$ cat src/rtl/irq_share_pkg.sv
package irq_share_pkg;
  localparam int unsigned PINS_PER_SLOT = 4;

  function automatic int unsigned route_line(int unsigned slot, int unsigned pin,
                                             int unsigned lines);
    return (slot + pin) % lines;
  endfunction
endpackage

$ cat src/rtl/irq_pin_edge.sv
module irq_pin_edge #(
  parameter int unsigned WIDTH = 4
) (
  input  logic             clk,
  input  logic             rst_n,
  input  logic [WIDTH-1:0] lvl_i,
  output logic [WIDTH-1:0] rise_o,
  output logic [WIDTH-1:0] fall_o
);
  logic [WIDTH-1:0] prev_q;

  always_ff @(posedge clk) begin
    if (!rst_n) prev_q <= '0;
    else        prev_q <= lvl_i;
  end

  assign rise_o = lvl_i & ~prev_q;
  assign fall_o = ~lvl_i & prev_q;
endmodule

$ cat src/rtl/irq_line_counter.sv
module irq_line_counter #(
  parameter int unsigned NUM_SLOTS = 8,
  parameter int unsigned NUM_LINES = 4,
  parameter int unsigned LINE_IDX  = 0,
  localparam int unsigned NPINS = 4 * NUM_SLOTS,
  localparam int unsigned CW    = $clog2(NPINS + 1)
) (
  input  logic             clk,
  input  logic             rst_n,
  input  logic [NPINS-1:0] rise_i,
  input  logic [NPINS-1:0] fall_i,
  output logic [CW-1:0]    cnt_o,
  output logic             busy_o
);
  import irq_share_pkg::*;

  // Pins that are routed to this line.
  logic [NPINS-1:0] sel;
  for (genvar g = 0; g < NPINS; g++) begin : g_sel
    assign sel[g] = (route_line(g / PINS_PER_SLOT, g % PINS_PER_SLOT, NUM_LINES)
                     == LINE_IDX);
  end

  logic [CW-1:0] ups, downs, cnt_q;
  always_comb begin
    ups   = '0;
    downs = '0;
    for (int i = 0; i < NPINS; i++) begin
      ups   = ups   + CW'(rise_i[i] & sel[i]);
      downs = downs + CW'(fall_i[i] & sel[i]);
    end
  end

  always_ff @(posedge clk) begin
    if (!rst_n) cnt_q <= '0;
    else        cnt_q <= cnt_q + ups - downs;
  end

  assign cnt_o  = cnt_q;
  assign busy_o = (cnt_q != '0);
endmodule

$ cat src/rtl/irq_share_agg.sv
module irq_share_agg #(
  parameter int unsigned NUM_SLOTS = 8,
  parameter int unsigned NUM_LINES = 4,
  localparam int unsigned NPINS = 4 * NUM_SLOTS,
  localparam int unsigned CW    = $clog2(NPINS + 1)
) (
  input  logic                 clk,
  input  logic                 rst_n,
  input  logic [NPINS-1:0]     pin_lvl_i,
  output logic [NUM_LINES-1:0] line_irq_o
);
  logic [NPINS-1:0] rise, fall;
  logic [NUM_LINES-1:0][CW-1:0] line_cnt;

  irq_pin_edge #(.WIDTH(NPINS)) u_edge (
    .clk(clk), .rst_n(rst_n), .lvl_i(pin_lvl_i),
    .rise_o(rise), .fall_o(fall)
  );

  for (genvar k = 0; k < NUM_LINES; k++) begin : g_line
    irq_line_counter #(
      .NUM_SLOTS(NUM_SLOTS), .NUM_LINES(NUM_LINES), .LINE_IDX(k)
    ) u_cnt (
      .clk(clk), .rst_n(rst_n), .rise_i(rise), .fall_i(fall),
      .cnt_o(line_cnt[k]), .busy_o(line_irq_o[k])
    );
  end
endmodule

$ cat config.mk
export PLATFORM = sky130hd
export DESIGN_NAME = irq_share_agg
export DESIGN_NICKNAME = d
export VERILOG_FILES = /design/src/rtl/irq_share_pkg.sv /design/src/rtl/irq_pin_edge.sv /design/src/rtl/irq_line_counter.sv /design/src/rtl/irq_share_agg.sv
export SDC_FILE = /design/constraint.sdc
export NUM_CORES = 1
export LEC_CHECK = 0
export BUFFER_PORTS_ARGS = -buffer_cell sky130_fd_sc_hd__buf_4
export CORE_ASPECT_RATIO = 1.25
export CORE_MARGIN = 3
export CORE_UTILIZATION = 47
export DETAILED_ROUTE_END_ITERATION = 10
export PLACE_DENSITY = 0.65
export SYNTH_ARGS = -nofsm -noshare
export SYNTH_HDL_FRONTEND = slang
export SYNTH_SLANG_ARGS = --single-unit
$ cat constraint.sdc
create_clock -name clk -period 6.65 [get_ports clk]
set_input_delay 1.33 -clock clk [delete_from_list [all_inputs] [get_ports clk]]
set_output_delay 1.33 -clock clk [all_outputs]
set_load 0.005 [all_outputs]
==> key figures <==
Detailed routing
  • Initial DRC Count: 43
  • TritonRoute pass-1 iters: 4
  • Total wire length: about 6600 um
  • Wire per inst: 11.15 um
  • Post-route ant nets: 0
  • DRC errors left: 0
  • Vias after detailed routing: 2686
  • Avg Vias per Cell: ~4.5

Timing
  • Clk_skew: between 0.005 and 0.006 ns
  • RSZ-0062 raised after global routing: false
  • Final hold slack: 0.6822 ns
  • Slew at the pin with the worst max-slew slack: approximately 0.47 ns
  • Setup TNS: 0 ns
  • Count of final setup violators: 0
  • Final max-slew violation count: 0
  • Slew Limit Headroom: between 60% and 70%
  • Fin worst setup slack: approximately 1.3 ns
  • Post-route clock period utilization: between 80% and 90%
  • Final hold vios: 0
  • Final min period: about 5.3 ns
  • Achievable Freq: approximately 0.19 GHz

Worst setup path
  • Critical Path RT: 6.87 ns
  • RR Endpoint: g_line[2].u_cnt.cnt_o[5]
  • Critical Path Start Type: input pin
  • Worst EP arrival: 5.56 ns
  • Worst setup endpoint: g_line[2].u_cnt.cnt_o[5]
  • R2r setup slk: 2.07 ns
  • Critical Path End Type: flip-flop
  • Critical path class: in2reg
  • RR Startpoint: u_edge.prev_q[2]
  • R2R depth: 15
  • Critical Path Source: pin_lvl_i[5]
  • Crit path max fanout: 3

Min path
  • Worst min-delay path class: reg2reg

Clocking
  • Post-CTS Hold Buffers: 0
  • # resized after CTS: 0
  • Root buf cell: clkbuf_8
  • CTS Buffer Depth: 2
  • Inserted Clock Buffers: 5
  • Clock latency on the worst-skew pair: ~0.31 ns
  • Setup Fix Bufs, Post-CTS: 0
  • TritonCTS clock tree: yes
  • H-tree depth: 2
  • Clk pin slew, worst setup/hold paths: 0.11 ns
  • Clk sinks: between 50 and 60

Place
  • Port bufs: 37
  • Setup WS pre-CTS: slightly below 1 ns
  • Placed Area: 0.004741 mm2
  • Gpl congestion: between 0.7 and 0.8
  • Placed insts: ~600
  • Post-DP HPWL: between 5000 and 6000 um

Power and ir drop
  • Pwr Total: 2.268 mW
  • PD cells: about 470 mW/mm2
  • Worst IR Drop VDD: 0.0004205 V
  • Lkg Pwr: between 2 and 2.5 nW

Floorplan
  • Core region area: a little under 0.009 mm2
  • Initial Util: about half
  • I/O pin cnt: 38
  • Die Y: between 100 and 150 um
  • Row cnt: 38
  • Die Wd: 92.21 um
  • Die Footprint: roughly 0.010 mm2

Cells and area
  • Ant. Diodes: 0
  • Core Util, Final: 54.65%
  • Share of cells above drive strength 1: 9.916%
  • Total Nets Final: a little over 600
  • Area Growth Syn to Fin: 10.69%
  • Design Area, Final: about 0.0048 mm2
  • Final non-filler cell total: 594
  • Layout fillers: roughly 830

Global route
  • First-pass GRT wire length: 12220 um
  • Pin count of the biggest net entering global routing: 57
  • Vias in the first global route: approximately 2800
  • GR Overflow Total: 0
  • Initial antenna violation count: 0
  • Gr usage total: roughly 14%

Yosys
  • Avg Inst Size Synth: just under 10 um2
  • Seq/Total Area, Yosys: 25.67%
  • Synth Register Bits: 56
  • Synth warn: 0
  • Synth area leaders: dfxtp_1, fa_1, ha_1, inv_1, and2_1
  • Number of synthesized flops with an enable pin: 0
  • Synth cell types: 20
  • Top-area cell type share of the netlist area: 25.67%
  • Top_reg_cell synth: dfxtp_1
  • Synthesized instance count: around 440
  • Cell accounting for the most synthesized area: dfxtp_1
  • Fraction of registers with async set or reset after synthesis: 0%
  • Mapped Nets: 585
  • Syn Std Cell Area: 0.004367 mm2

Run
  • Max_cap viols: 0

Outcome
  • Status: completed
[worst max-delay path, stage by stage]
cell      delay, ns
buf_4          0.11
nor2b_1        0.12
ha_1           0.26
fa_1           0.52
fa_1           0.43
inv_1          0.08
fa_1           0.45
fa_1           0.53
fa_1           0.56
ha_1           0.18
inv_1          0.06
fa_1           0.37
nand2b_1       0.17
a21oi_1        0.16
xnor2_1        0.08
and2_1         0.15
[cell usage after synthesis (2+ instances only)]
cell type and count:
inv_1 93, ha_1 64, dfxtp_1 56, and2_1 52
fa_1 48, nor2b_1 48, nand2b_1 22, xnor2_1 14
nor2_1 7, a21o_1 6, a21oi_1 6, clkbuf_1 5
buf_4 4, xor2_1 4, nand4_1 3, a21oi_2 2
and3_1 2
[cells by family (layout without fill, tap and decap cells)]
kind of cell             after synthesis  count (layout)  share of synthesized area, %
AND/OR/NAND/NOR                      136             136                         19.03
adder cells (fa/ha/maj)              112             112                         40.34
buffers and inverters                103             138                         9.226
flip-flops                            56              56                         25.67
XOR/XNOR                              18              18                         3.610
AO/OA/AOI/OAI                         14              14                         2.120
[how the worst min path moves through the flow]
stage	startpoint	to	slack, ns	depth (start not counted)
finish	u_edge.prev_q[31]	g_line[2].u_cnt.cnt_o[0]	0.68	3
global route	u_edge.prev_q[28]	g_line[3].u_cnt.cnt_o[0]	0.74	3
CTS	u_edge.prev_q[31]	g_line[2].u_cnt.cnt_o[0]	0.69	3
detailed placement	u_edge.prev_q[31]	g_line[2].u_cnt.cnt_o[0]	0.67	3
global placement	u_edge.prev_q[30]	g_line[1].u_cnt.cnt_o[0]	0.66	3
floorplan	u_edge.prev_q[31]	g_line[2].u_cnt.cnt_o[0]	0.63	3
[sequential cells by signal, indices dropped and copies added (netlist names)]
register,flops
u_edge.prev_q,32
g_line.u_cnt.cnt_o,24
[layout make-up]
cell class / count / area, um2 / area share (%)
Clock buffer: 6 / 82.58 / 1.709
Inverter: 93 / 349.1 / 7.222
Tap cell: 120 / 150.1 / 3.106
Sequential cell: 56 / 1121 / 23.19
Timing Repair Buffer: 37 / 277.8 / 5.747
Clock inverter: 2 / 10.01 / 0.2071
Multi-Input combinational cell: 280 / 2843 / 58.81
[layout by cell type, fill, tap and decap left out, types with 3 or more instances in the layout]
cell,instances
inv_1,93
nor2b_1,48
xnor2_1,14
clkbuf_8,6
xor2_1,4
buf_4,37
nand2b_1,22
dfxtp_1,56
a21o_1,6
and2_1,52
ha_1,64
nand4_1,3
nor2_1,7
a21oi_1,6
fa_1,48
[metal layers]
layer  global-route usage, %  vias up  routed length, um
met1                   18.69     1283               3004
met3                   1.979        7                159
met2                   24.90       21               3362
met4                   5.253        0                 99
met5                       0        -                  0
li1                        -     1375                  -
[power breakdown]
group	total, mW	switching (mW)	internal (mW)
clock	0.203	0.119	0.0837
sequential	0.460	0.0361	0.423
combinational	1.61	0.770	0.836
total	2.27	0.925	1.34
No activity file was read; power rests on OpenSTA's default activity.
